**config.mk**
```make
export PLATFORM = sky130hd
export DESIGN_NAME = cgear_top
export DESIGN_NICKNAME = d
export VERILOG_FILES = /design/src/rtl/cgear_pkg.sv /design/src/rtl/cgear_regs.sv /design/src/rtl/cgear_switch.sv /design/src/rtl/cgear_div.sv /design/src/rtl/cgear_top.sv
export SDC_FILE = /design/constraint.sdc
export NUM_CORES = 1
export LEC_CHECK = 0
export BUFFER_PORTS_ARGS = -buffer_cell sky130_fd_sc_hd__buf_2
export CAP_MARGIN = 25
export CORE_UTILIZATION = 49
export CTS_CLUSTER_SIZE = 12
export DETAILED_ROUTE_END_ITERATION = 10
export GPL_TIMING_DRIVEN = 0
export PLACE_DENSITY_LB_ADDON = 0.12
export SLEW_MARGIN = 20
export SYNTH_ARGS = -nofsm -noshare
export SYNTH_HDL_FRONTEND = slang
export SYNTH_SLANG_ARGS = --single-unit
```
**constraint.sdc**
```tcl
create_clock -name clk -period 2.4 [get_ports clk]
set_clock_uncertainty 0.1 [all_clocks]
set_input_delay 0.12 -clock clk [delete_from_list [all_inputs] [get_ports clk]]
set_output_delay 0.12 -clock clk [all_outputs]
set_load 0.01 [all_outputs]
```
**src/rtl/cgear_pkg.sv**
```systemverilog
package cgear_pkg;
  localparam int GEAR_W    = 3;
  localparam int MAX_SHIFT = 4;
  localparam int CNT_W     = MAX_SHIFT;

  localparam logic [1:0] ADDR_CTRL = 2'd0;
  localparam logic [1:0] ADDR_GEAR = 2'd1;

  typedef logic [GEAR_W-1:0] gear_t;

  localparam gear_t GEAR_RESET = gear_t'(MAX_SHIFT);

  // Number of halvings for a gear code; reserved codes fall back to the slowest.
  function automatic logic [2:0] gear_shift(gear_t g);
    return (g > gear_t'(MAX_SHIFT)) ? 3'(MAX_SHIFT) : 3'(g);
  endfunction

  // Final counter value of one divided period.
  function automatic logic [CNT_W-1:0] period_last(gear_t g);
    logic [CNT_W:0] one;
    logic [CNT_W:0] full;
    one  = 1;
    full = one << gear_shift(g);
    return CNT_W'(full - 1'b1);
  endfunction
endpackage

```
**src/rtl/cgear_regs.sv**
```systemverilog
module cgear_regs
  import cgear_pkg::*;
#(
  parameter int ADDR_W = 2,
  parameter int DATA_W = 8
) (
  input  logic              clk,
  input  logic              rst_n,
  input  logic              wr_en,
  input  logic [ADDR_W-1:0] wr_addr,
  input  logic [DATA_W-1:0] wr_data,
  output logic              hs_en,
  output logic              ls_en,
  output logic              src_sel,
  output logic              gear_wr,
  output gear_t             gear_wdata
);
  logic ctrl_wr;
  logic unused_hi;

  assign ctrl_wr    = wr_en && (wr_addr == ADDR_W'(ADDR_CTRL));
  assign gear_wr    = wr_en && (wr_addr == ADDR_W'(ADDR_GEAR));
  assign gear_wdata = wr_data[GEAR_W-1:0];
  assign unused_hi  = ^wr_data[DATA_W-1:GEAR_W];

  always_ff @(posedge clk) begin
    if (!rst_n) begin
      hs_en   <= 1'b1;
      ls_en   <= 1'b0;
      src_sel <= 1'b0;
    end else if (ctrl_wr) begin
      hs_en   <= wr_data[0];
      ls_en   <= wr_data[1];
      src_sel <= wr_data[2];
    end
  end
endmodule

```
**src/rtl/cgear_switch.sv**
```systemverilog
module cgear_switch
  import cgear_pkg::*;
#(
  parameter int SETTLE = 4
) (
  input  logic  clk,
  input  logic  rst_n,
  input  logic  gear_wr,
  input  gear_t gear_wdata,
  input  logic  period_end,
  input  logic  run,
  output gear_t gear_now,
  output logic  busy,
  output logic  apply_now
);
  localparam int SET_W = $clog2(SETTLE + 1);

  gear_t            pend;
  logic [SET_W-1:0] settle;
  logic             settle_done;

  assign settle_done = (settle == '0);
  assign apply_now   = busy && settle_done && !gear_wr && (period_end || !run);

  always_ff @(posedge clk) begin
    if (!rst_n) begin
      gear_now <= GEAR_RESET;
      pend     <= GEAR_RESET;
      busy     <= 1'b0;
      settle   <= '0;
    end else if (gear_wr) begin
      pend   <= gear_wdata;
      busy   <= 1'b1;
      settle <= SET_W'(SETTLE);
    end else begin
      if (!settle_done) settle <= settle - 1'b1;
      if (apply_now) begin
        gear_now <= pend;
        busy     <= 1'b0;
      end
    end
  end
endmodule

```
**src/rtl/cgear_div.sv**
```systemverilog
module cgear_div
  import cgear_pkg::*;
(
  input  logic  clk,
  input  logic  rst_n,
  input  logic  run,
  input  gear_t gear_now,
  output logic  period_end
);
  logic [CNT_W-1:0] cnt;

  assign period_end = run && (cnt == period_last(gear_now));

  always_ff @(posedge clk) begin
    if (!rst_n)               cnt <= '0;
    else if (!run)            cnt <= '0;
    else if (period_end)      cnt <= '0;
    else                      cnt <= cnt + 1'b1;
  end
endmodule

```
**src/rtl/cgear_top.sv**
```systemverilog
module cgear_top
  import cgear_pkg::*;
#(
  parameter int ADDR_W = 2,
  parameter int DATA_W = 8,
  parameter int SETTLE = 4
) (
  input  logic              clk,
  input  logic              rst_n,
  input  logic              wr_en,
  input  logic [ADDR_W-1:0] wr_addr,
  input  logic [DATA_W-1:0] wr_data,
  output logic              sys_ce,
  output logic              gear_busy,
  output logic [2:0]        gear_now,
  output logic              hs_osc_en,
  output logic              ls_osc_en,
  output logic              src_sel
);
  logic  gear_wr;
  gear_t gear_wdata;
  logic  run;
  logic  period_end;
  logic  apply_now;
  gear_t cur_gear;

  cgear_regs #(.ADDR_W(ADDR_W), .DATA_W(DATA_W)) u_regs (
    .clk(clk), .rst_n(rst_n), .wr_en(wr_en), .wr_addr(wr_addr), .wr_data(wr_data),
    .hs_en(hs_osc_en), .ls_en(ls_osc_en), .src_sel(src_sel),
    .gear_wr(gear_wr), .gear_wdata(gear_wdata)
  );

  assign run = hs_osc_en && !src_sel;

  cgear_switch #(.SETTLE(SETTLE)) u_switch (
    .clk(clk), .rst_n(rst_n), .gear_wr(gear_wr), .gear_wdata(gear_wdata),
    .period_end(period_end), .run(run),
    .gear_now(cur_gear), .busy(gear_busy), .apply_now(apply_now)
  );

  cgear_div u_div (
    .clk(clk), .rst_n(rst_n), .run(run), .gear_now(cur_gear), .period_end(period_end)
  );

  assign sys_ce   = period_end;
  assign gear_now = cur_gear;
endmodule

```
==> Word-level counts from Yosys, hierarchy flattened <==
Index checks and enable logic that the tools add are counted.
{ "classes": {"n_bitwise": 3, "order_cmp": 1, "n_eq_ne": 3, "shift": 1, "n_mux": 5, "reduce_logical": 17, "add_sub_neg": 3} }
{ "ops": {"columns": ["op", "n"], "rows": [
  ["3-bit 2-to-1 mux", 3],
  ["1-bit logical AND", 7],
  ["4-bit by 1-bit adder with 4-bit output, second input constant", 1],
  ["4-bit equality test", 1],
  ["1-bit by 3-bit left shift with 4-bit output, first input constant", 1],
  ["4-bit by 1-bit subtractor with 4-bit output, second input constant", 1],
  ["3-bit > comparator, second input constant", 1],
  ["1-bit zero test", 3],
  ["3-bit zero test", 1],
  ["1-bit NOT", 3],
  ["3-bit OR reduction", 1],
  ["3-bit by 1-bit subtractor with 3-bit output, second input constant", 1],
  ["2-bit by 1-bit equality test with 1-bit output, second input constant", 1],
  ["2-bit zero test", 1],
  ["1-bit 2-to-1 mux", 2],
  ["2-bit by 1-bit != test with 1-bit output, second input constant", 1],
  ["2-bit AND reduction", 1],
  ["2-bit nonzero test", 1],
  ["2-bit OR reduction", 1],
  ["1-bit logical OR", 1]
]} }
{ "word_totals": {"register_bits": 17, "wordCells": 42, "output_inout_bits": 8} }

==> Depth between registers and ports, before layout <==
{ "logic_depth": {"word_depth": 10, "mapped_depth": 6} }

==> By module <==
Synthesis repeated with hierarchy kept, for this count alone.
{ "hier_totals": {"hier_cells": 89, "hier_area_um2": 877.1} }
{ "by_module_without_submodules": {"columns": ["mod", "cells_per_inst", "area_each_um2", "instances"], "rows": [
  ["cgear_switch", 48, 460.4, 1],
  ["cgear_div", 23, 234.0, 1],
  ["cgear_regs", 17, 168.9, 1],
  ["cgear_top", 1, 13.8, 1]
]} }

==> Least setup slack after synthesis <==
No wires, ideal clock.
{ "synth_timing": {"kind": "register -> output", "startpoint": "register u_switch.gear_now[2]", "endpoint": "output port sys_ce", "stages_incl_launch_ff": 5, "path_slack_ns": 0.659, "arrival_time_ns": 1.521, "n_path_buf": 0, "cell_sequence": "dfxtp_1 nor2_1 or4b_1 a31o_2 nor3b_1"} }
{ "synth_via": {"elab_chain_cells": 6} }
{ "synth_lines": {"columns": ["item", "line_no", "rtl"], "rows": [
  ["from (decl)", "cgear_switch.sv:12", "output gear_t gear_now,"],
  ["from (signal assigned)", "cgear_switch.sv:38", "gear_now <= pend;"],
  ["3-bit > comparator", "cgear_pkg.sv:15", "return (g > gear_t'(MAX_SHIFT)) ? 3'(MAX_SHIFT) : 3'(g);"],
  ["3-bit 2-to-1 mux (*)", "cgear_pkg.sv:15", null],
  ["1-bit by 3-bit left shift with 4-bit output (*)", "cgear_pkg.sv:23", "full = one << gear_shift(g);"],
  ["4-bit by 1-bit subtractor with 4-bit output (*)", "cgear_pkg.sv:24", "return CNT_W'(full - 1'b1);"],
  ["4-bit equality test (*)", "cgear_div.sv:12", "assign period_end = run && (cnt == period_last(gear_now));"],
  ["1-bit logical AND (*)", "cgear_div.sv:12", null],
  ["to (decl)", "cgear_top.sv:13", "output logic sys_ce,"]
]} }
Mark *: on every way between the ends. The rest lies on a longest branch, timed or not.

==> Worst setup path after layout <==
Same ends and word-level chain as after synthesis.

==> summary.txt <==
Run status
  – Status: complete, no violations

STA
  – Fmax: 0.481 GHz
  – Final setup viols: 0
  – Slew Viols, Final: 0
  – TNS Setup: 0 ps
  – RSZ-0062 raised after global routing: false
  – Hold Vio Cnt, Final: 0
  – Shortest period the worst path allows: 2080 ps
  – Worst rel slew slack: 0.646
  – Tcrit/Tclk final: 0.866
  – Least-Margin Pin Slew: 531 ps
  – Final worst slack: 321 ps

Routing
  – Final antenna-violating net count: 0
  – Starting DRT DRC Count: 5
  – # DRC: 0
  – Vias/cell: 5.02
  – Drt first pass iters: 4
  – Detailed-route via count: 607
  – Post-Route WL: 1350 um
  – Per-cell routed wire length: 11.1 um

Die
  – Core ar.: 1380 um^2
  – Core Rows: 13
  – Chip Width: 41.7 um
  – Ports: 21
  – Die height: 41.7 um
  – Die Area: 1740 um^2
  – Starting Density: 0.557

Finish
  – Area growth from synthesis to layout: 19.5%
  – Share of cells above drive strength 1: 0.198
  – Final Non-Filler Cells: 121
  – # nets final: 124
  – N_diodes: 0

GRT
  – Vias in the first global route: 549
  – Global-route track usage on met3: 0.0261
  – Met1 GRT Util: 0.231
  – GRT Util Overall: 0.172
  – GR peak layer: met2
  – Met2 usage: 0.253
  – Largest net degree at the start of global routing: 11
  – Initial antenna violation count: 0
  – Overflow after GRT: 0
  – Global-route wire length before repair: 2280 um

Power
  – Worst VDD drop: 0.421 mV
  – P_leak: 0.393 nW
  – Cell area power density: 699 nW/um^2

CTS
  – Root Driver: clkbuf_4
  – Num CTS Buffers: 3
  – CTS tree: done
  – CTS clk-pin slew, worst paths: 90 ps
  – H-tree levels: 1
  – Post-CTS Setup Inserts: 0
  – Clk buf depth: 2
  – Clock latency on the worst-skew pair: 290 ps
  – # clock sinks: 17
  – Post-CTS Hold Buffers: 3
  – Post-CTS Resized: 0

Yosys
  – Commonest cells post-synth: dfxtp_1 (17), nand2_1 (12), nor2_1 (9)
  – Most numerous cell in the Yosys netlist: dfxtp_1
  – #FFs+latches synth: 17
  – Ys flop type: dfxtp_1
  – Top cell type by total area after synthesis: dfxtp_1
  – Post-synth top area share: 0.442
  – Syn_nets: 101
  – Post-Syn Instances: 84
  – Synth async-reset ratio: 0
  – Post-Syn Area per Cell: 9.18 um^2
  – Post-Syn Area: 771 um^2
  – Post-synth EDFFs: 0
  – Sequential element share of the synthesized area: 0.442
  – Yosys warns: 0
  – Yosys cell types: 22
  – Ranking of synthesized cells by area: dfxtp_1 (44%), mux2i_1 (9.1%), ha_1 (6.5%)

Worst setup path
  – CP required: 2180 ps
  – Worst-path fanout max: 5
  – CP Class: flip-flop to primary output
  – Nature of the critical path endpoint: primary output
  – CP max stage delay: 440 ps
  – Cell breakdown of the critical path: nor2_1 > or4b_1 > a31o_2 > nor3b_1 > buf_2
  – FF-to-FF path depth: 5
  – Crit-path slowest cell: or4b_1
  – Worst Setup Start Kind: flip-flop
  – CP Data Arrival Time: 1860 ps

Run
  – Max-cap check violation count: 0

Min path
  – Hold crit path type: primary input to flip-flop
  – WHS Path Cells: 2

Placement
  – Post-place setup slack: 540 ps
  – Gpl congestion: 0.729
  – IO Port Bufs: 15
  – Dpl cells: 114
  – Hpwl dp: 970 um
==> area by class of cell <==
class                   instances  area [um^2]
repair buffers                 18          105
multi-input cells              60          404
well taps                      15         18.8
flip-flops and latches         17          340
clock buffers                   4         26.3
fillers                       121          462
plain buffers                   1         3.75
inverters                       6         22.5
==> final timing paths <==
kind                         from              endpoint  slack (ps)
max          u_switch.gear_now[2]                sys_ce         320
min                         rst_n      u_switch.pend[0]          40
max reg2reg  u_switch.gear_now[2]  u_switch.gear_now[1]         530
min reg2reg      u_switch.pend[0]      u_switch.pend[0]         380
==> where the power goes <==
group          internal (mW)  switching, mW
logic                 0.0745         0.0869
registers              0.311         0.0205
clock network         0.0646         0.0864
total                  0.450          0.194
==> kinds of logic (layout without fill, tap and decap cells) <==
group,count (synthesis),count (layout),synth area share
compound gates,7,7,0.0747
xor+xnor,5,5,0.0568
fa+ha+maj,4,4,0.0649
buf+inv,7,29,0.0341
flops,17,17,0.442
mux,7,7,0.0909
simple gates,37,37,0.237
==> placed cells by master (no fill, tap or decap) <==
cell type,netlist,layout
nand3b_1,1,1
clkbuf_1,1,2
clkbuf_4,0,3
nor2_1,9,9
nand3_1,4,4
dlygate4sd3_1,0,3
nand4_1,2,2
dfxtp_1,17,17
xor2_1,2,2
inv_1,6,6
o21ai_0,1,1
a21boi_0,3,3
a21oi_1,1,1
buf_2,0,15
nor3b_1,2,2
and2b_2,1,1
ha_1,4,4
nor2b_1,4,4
a31o_2,1,1
a21oi_4,1,1
nand2_1,12,12
nor3_1,1,1
or4b_1,1,1
xnor2_1,3,3
mux2i_1,7,7
==> per-stage QoR <==
step	total power, mW	hold WS [ps]	area [um^2]	utilization
6_report	0.644	36.5	921	0.666
5_1_grt	0.687	54.0	921	0.666
4_1_cts	0.652	22.8	921	0.666
3_3_place_gp	0.485	255	865	0.625
3_5_place_dp	0.496	260	865	0.625
2_1_floorplan	0.457	144	771	-
==> sequential cells by signal, indices dropped and copies added, names as in the netlist <==
signal	flops
u_switch.settle	3
u_switch.gear_now	3
u_regs.ls_en	1
u_switch.pend	3
u_regs.src_sel	1
u_regs.hs_en	1
u_switch.busy	1
u_div.cnt	4
==> critical path: cells and delay by family (launching register included) <==
kind                   cells  cell delay (ps)
AOI/OAI and AO/OA          1              300
buffers and inverters      1              150
DFF                        1              360
and+or+nand+nor            3              760
==> metal layers <==
metal / share of wire / routed length [um]
met1: 0.53 / 715
met2: 0.42 / 566
met3: 0.036 / 48
met4: 0.013 / 17
met5: 0 / 0
No activity file was read; power rests on OpenSTA's default activity.
